**src/rtl/cla_pkg.sv**
```systemverilog
`timescale 1ns/1ps
package cla_pkg;

  // Fan-in of every lookahead unit, at every level of the tree.
  localparam int GROUP = 4;

  typedef struct packed {
    logic prop;
    logic gen;
  } pgPair_t;

  // Number of lookahead levels needed so that GROUP**levels covers width.
  function automatic int treeLevels(input int width);
    int lv;
    int span;
    lv   = 1;
    span = GROUP;
    while (span < width) begin
      lv++;
      span = span * GROUP;
    end
    return lv;
  endfunction

  // Index of the first node of a level in the flattened node vectors.
  function automatic int levelBase(input int level, input int padWidth);
    int base;
    base = 0;
    for (int j = 0; j < level; j++) base += padWidth >> (2 * j);
    return base;
  endfunction

endpackage

```
**src/rtl/cla_bit_cell.sv**
```systemverilog
`timescale 1ns/1ps
module cla_bit_cell (
  input  logic a,
  input  logic b,
  input  logic carryIn,
  output logic prop,
  output logic gen,
  output logic sum
);
  always_comb begin
    prop = a ^ b;
    gen  = a & b;
    sum  = prop ^ carryIn;
  end
endmodule

```
**src/rtl/cla_lookahead4.sv**
```systemverilog
`timescale 1ns/1ps
module cla_lookahead4
  import cla_pkg::*;
(
  input  logic [3:0] kidP,
  input  logic [3:0] kidG,
  input  logic       carryIn,
  output logic [3:1] kidCarry,
  output pgPair_t    grp
);
  always_comb begin
    kidCarry[1] = kidG[0] | (kidP[0] & carryIn);
    kidCarry[2] = kidG[1] | (kidP[1] & kidG[0]) | (kidP[1] & kidP[0] & carryIn);
    kidCarry[3] = kidG[2] | (kidP[2] & kidG[1]) | (kidP[2] & kidP[1] & kidG[0])
                | (kidP[2] & kidP[1] & kidP[0] & carryIn);
    grp.prop    = &kidP;
    grp.gen     = kidG[3] | (kidP[3] & kidG[2]) | (kidP[3] & kidP[2] & kidG[1])
                | (kidP[3] & kidP[2] & kidP[1] & kidG[0]);
  end
endmodule

```
**src/rtl/cla_tree.sv**
```systemverilog
`timescale 1ns/1ps
module cla_tree
  import cla_pkg::*;
#(
  parameter  int LEVELS = 2,
  localparam int PAD_W  = 1 << (2 * LEVELS),
  localparam int TOTAL  = levelBase(LEVELS + 1, PAD_W)
) (
  input  logic [PAD_W-1:0] leafP,
  input  logic [PAD_W-1:0] leafG,
  input  logic             carryIn,
  output logic [PAD_W-1:0] leafCarry,
  output logic             rootP,
  output logic             rootG
);
  // Flattened node storage: level 0 (leaves) first, the root last.
  logic [TOTAL-1:0] nodeP;
  logic [TOTAL-1:0] nodeG;
  logic [TOTAL-1:0] nodeC;

  assign nodeP[PAD_W-1:0] = leafP;
  assign nodeG[PAD_W-1:0] = leafG;
  assign leafCarry        = nodeC[PAD_W-1:0];
  assign nodeC[TOTAL-1]   = carryIn;
  assign rootP            = nodeP[TOTAL-1];
  assign rootG            = nodeG[TOTAL-1];

  for (genvar k = 1; k <= LEVELS; k++) begin : g_level
    localparam int COUNT    = PAD_W >> (2 * k);
    localparam int BASE     = levelBase(k, PAD_W);
    localparam int KID_BASE = levelBase(k - 1, PAD_W);
    for (genvar j = 0; j < COUNT; j++) begin : g_node
      pgPair_t grp;
      cla_lookahead4 u_la (
        .kidP    (nodeP[KID_BASE + GROUP*j +: GROUP]),
        .kidG    (nodeG[KID_BASE + GROUP*j +: GROUP]),
        .carryIn (nodeC[BASE + j]),
        .kidCarry(nodeC[KID_BASE + GROUP*j + 1 +: GROUP-1]),
        .grp     (grp)
      );
      assign nodeC[KID_BASE + GROUP*j] = nodeC[BASE + j];
      assign nodeP[BASE + j]           = grp.prop;
      assign nodeG[BASE + j]           = grp.gen;
    end
  end
endmodule

```
**src/rtl/cla_adder.sv**
```systemverilog
`timescale 1ns/1ps
module cla_adder
  import cla_pkg::*;
#(
  parameter  int WIDTH  = 16,
  localparam int LEVELS = treeLevels(WIDTH),
  localparam int PAD_W  = 1 << (2 * LEVELS)
) (
  input  logic [WIDTH-1:0] opA,
  input  logic [WIDTH-1:0] opB,
  input  logic             carryIn,
  output logic [WIDTH-1:0] sumOut,
  output logic             carryOut
);
  logic [PAD_W-1:0] leafP;
  logic [PAD_W-1:0] leafG;
  logic [PAD_W-1:0] leafCarry;
  logic [WIDTH-1:0] bitP;
  logic [WIDTH-1:0] bitG;
  logic [WIDTH-1:0] bitC;
  logic             rootP;
  logic             rootG;

  for (genvar i = 0; i < PAD_W; i++) begin : g_leaf
    if (i < WIDTH) begin : g_real
      cla_bit_cell u_cell (
        .a      (opA[i]),
        .b      (opB[i]),
        .carryIn(leafCarry[i]),
        .prop   (bitP[i]),
        .gen    (bitG[i]),
        .sum    (sumOut[i])
      );
      assign leafP[i] = bitP[i];
      assign leafG[i] = bitG[i];
    end else begin : g_pad
      // Padding passes any carry straight through and never creates one.
      assign leafP[i] = 1'b1;
      assign leafG[i] = 1'b0;
    end
  end

  if (PAD_W > WIDTH) begin : g_padSink
    logic unusedPadCarry;
    assign unusedPadCarry = ^leafCarry[PAD_W-1:WIDTH];
  end

  assign bitC = leafCarry[WIDTH-1:0];

  cla_tree #(.LEVELS(LEVELS)) u_tree (
    .leafP    (leafP),
    .leafG    (leafG),
    .carryIn  (carryIn),
    .leafCarry(leafCarry),
    .rootP    (rootP),
    .rootG    (rootG)
  );

  assign carryOut = rootG | (rootP & carryIn);
endmodule

```
**config.mk**
```make
export PLATFORM = sky130hd
export DESIGN_NAME = cla_adder
export DESIGN_NICKNAME = d
export VERILOG_FILES = /design/src/rtl/cla_pkg.sv /design/src/rtl/cla_bit_cell.sv /design/src/rtl/cla_lookahead4.sv /design/src/rtl/cla_tree.sv /design/src/rtl/cla_adder.sv
export SDC_FILE = /design/constraint.sdc
export NUM_CORES = 1
export LEC_CHECK = 0
export ABC_AREA = 1
export CAP_MARGIN = 20
export CELL_PAD_IN_SITES_DETAIL_PLACEMENT = 1
export CELL_PAD_IN_SITES_GLOBAL_PLACEMENT = 1
export CORE_MARGIN = 4
export CORE_UTILIZATION = 25
export DETAILED_ROUTE_END_ITERATION = 10
export PLACE_DENSITY_LB_ADDON = 0.15
export SLEW_MARGIN = 20
export SYNTH_ARGS = -nofsm -noshare
export SYNTH_HDL_FRONTEND = slang
export SYNTH_HIERARCHICAL = 1
export SYNTH_SLANG_ARGS = --single-unit
```
**constraint.sdc**
```tcl
create_clock -name vclk -period 2.57
set_input_delay 0.514 -clock vclk [all_inputs]
set_output_delay 0.514 -clock vclk [all_outputs]
set_load 0.03 [all_outputs]
```
; ---- Word level (Yosys, flattened, before mapping)
; Index checks and enable logic that the tools add are counted.
[totals]
elab_cells = 170
ff_bits = 0
output_inout_bits = 17
[classes]
bitwise_logic = 165
reduce_logical = 5
[ops]
columns = operator, count
row1 = $and 1x1->1, 87
row2 = $or 1x1->1, 46
row3 = $xor 1x1->1, 32
row4 = $reduce_and 16->1, 1
row5 = $reduce_and 4->1, 4

; ---- Depth between registers and ports, before layout
[logic_depth]
depth_word = 12
depth_mapped = 16
depth_no_buf = 16

; ---- Modules after synthesis
; Netlist, hierarchy kept.
[modules_own_cells]
columns = module, seq_area_each_um2, cells_each, area_per_inst_um2, instances
row1 = cla_bit_cell, 0.0, 6, 31.3, 16
row2 = cla_lookahead4, 0.0, 20, 85.1, 5
row3 = cla_adder, 0.0, 3, 11.3, 1
row4 = cla_tree, 0.0, 1, 7.5, 1

; ---- Least setup slack after synthesis
; Ideal clock, no wire load.
[synth_timing]
path_type = input to output
from = input opA[1]
to = output sumOut[15]
path_buffers = 0
stages = 16
setup_slack_ns = 0.168
t_required_ns = 2.056
arrival_ns = 1.888
cell_sequence = ha_1 -> nand2_2 -> nand2_1 -> nand2_1 -> nand2_1 -> inv_1 -> nand2_2 -> nand2_1 -> nand2_1 -> nand2_1 -> nand2_2 -> nand2_1 -> nand2_1 -> inv_1 -> nand2_1 -> nand2_1
[synth_lines]
columns = element, line_no
row1 = "start, declared", cla_adder.sv:9  ; input logic [WIDTH-1:0] opA,
row2 = "end, declared", cla_adder.sv:12  ; output logic [WIDTH-1:0] sumOut,

==> qor.csv <==
metric,value,unit
Die ar.,4830,um^2
end of the critical path,sumOut[15],
Core Footprint,3660,um^2
"Distinct cells, synth",8,
Ant. Diodes,0,
top-area cell type share of the netlist area,0.377,
fillers,502,
pin count of the biggest net entering global routing,6,
Worst path depth,18,
WP data arrival,2000,ps
drt wl/cell,10.9,um
Vias,1457,
DP Cell Count,323,
# rows,22,
# clk buffers,0,
worst-path maximum fanout,3,
Die W,69.5,um
area of the multi-input gates,1050,um^2
DP HPWL,2490,um
most frequent cell after synthesis,nand2_1,
Crit Path Category,input port to output port,
First-pass DRT Iterations,2,
vias in the first global route,1442,
Reg area,0,um^2
"antenna viol nets, final",0,
hold buffer count at CTS,0,
post-route cell area,1990,um^2
CP Buf/Inv Count,5,
max_slew headroom,0.885,
share of cells above drive strength 1,0.471,
peak supply drop,126,uV
Crit-path slowest cell,ha_4,
CP cell instances,buf_8 > ha_4 > nand2_4 > inv_2 > nand2_2 > nand2_2 > inv_2 > nand2_2 > nand2_2 > nand2_2 > nand2_2 > nand2_2 > nand2_1 > nand2_1 > inv_1 > nand2_1 > nand2_2 > buf_6,
Final Total Pwr,599,uW
Slew Limit Fails,0,
Crit path largest cell delay,290,ps
initial core utilization,0.258,
Pleak,0.00120,uW
cell accounting for the most synthesized area,nand2_1,
Worst EP required,2060,ps
crit path from,opB[3],
Global Route Usage Sum,0.135,
Worst Hold Launch,opA[11],
I/O Pins,50,
Tcrit/Tclk final,0.979,
Seq cells,0,
pwr dens,300,nW/um^2
Worst Hold Class,input port to output port,
achievable frequency,397,MHz
YS warnings,6,
Die Ht,69.5,um
crit-path leading delay family,simple AND/OR/NAND/NOR gates,
post-synthesis net count,249,
actual slew at the worst max-slew pin,173,ps
largest cells by area after synthesis,"nand2_1 (38%), ha_1 (21%), inv_1 (21%)",
GRT overflow,0,
"Hold Violations, Final",0,
synthesis-to-finish area growth,111,%
Post-Synthesis Cells,200,
RSZ-0062 raised after global routing,true,
Detailed Route WL,3670,um
DRC viols,0,
Max-Cap Viols,0,
vias per cell,4.32,
post-route minimum period,2520,ps
Syn Area/Cell,4.72,um^2
sequential area share after synthesis,0,
crit path launch type,input port,
most frequent CP cell,nand2_2,
antenna violations before repair,0,
Finished Layout Cells,337,
top post-synthesis cells by count,"nand2_1 (95), inv_1 (53), ha_1 (16)",
status,"complete, no violations",
first-pass GRT wire length,5820,um
Post-DP Area,1650,um^2
Syn Std Cell Area,945,um^2
DR iter-0 viols,23,
Worst Setup End Kind,output port,
Final Wtd Congestion,0.708,
IO buf count,50,
post-layout net count,340,
final setup fails,0,
-- power by group --
part	internal [uW]	switching [uW]	total (uW)
Combinational	282	317	599
Sequential	0	0	0
Clock	0	0	0
-- cell usage in the layout, fill, tap and decap left out, types with 6 or more instances in the layout --
master / Yosys / final
nand2_2: 10 / 23
ha_4: 0 / 15
nand2_1: 95 / 76
clkdlybuf4s50_1: 0 / 9
nand2_4: 0 / 6
buf_4: 1 / 53
nand3_1: 10 / 9
inv_1: 53 / 50
a21oi_1: 10 / 6
clkbuf_2: 0 / 20
buf_6: 0 / 7
-- layer usage --
layer	GRT usage	share of wire	up-vias
met4	0.0174	0.012	0
met5	0	0	-
met2	0.267	0.54	32
met1	0.156	0.40	656
met3	0.0159	0.044	4
li1	-	-	765
-- final cells by class --
cell class | instances | area share
multi-input cells | 146 | 0.528
repair buffers | 90 | 0.342
inverters | 53 | 0.0997
well taps | 48 | 0.0301
-- kinds of logic after synthesis --
group                      Yosys count  share of synthesized area
AOI/OAI and AO/OA                   10                     0.0530
adders and majority gates           16                      0.212
buffers and inverters               54                      0.219
and+or+nand+nor                    120                      0.517
-- worst min-delay path by stage --
stage	slack, ps	to	cells after the start
after global routing	1590	sumOut[11]	5
after floorplan	1240	carryOut	2
after global placement	1800	carryOut	4
after detailed placement	1790	carryOut	4
final	1550	sumOut[11]	5
after CTS	1680	sumOut[3]	5
-- through the flow --
stage	setup WS (ps)	util	hold WS, ps	TNS, ps
floorplan	168	-	1240	0
global placement	-378	0.451	1800	-3350
detailed placement	-432	0.451	1790	-3870
CTS	2.68	0.533	1680	0
global route	-95.5	0.545	1590	-113
finish	53.3	0.545	1550	0
-- tightest hold or removal path, delay by kind of cell --
kind / cells / cell delay, ps
simple gates: 2 / 120
fa+ha+maj: 1 / 160
buf+inv: 2 / 250
-- timing repair --
action | 4_1_cts | 5_1_grt
setup endpoints to repair | 13 | 11
gates cloned | 0 | 0
pin swaps | 32 | 29
setup buffers | 8 | 6
gates resized for setup | 83 | 60
(Power assumes the default switching activity.)
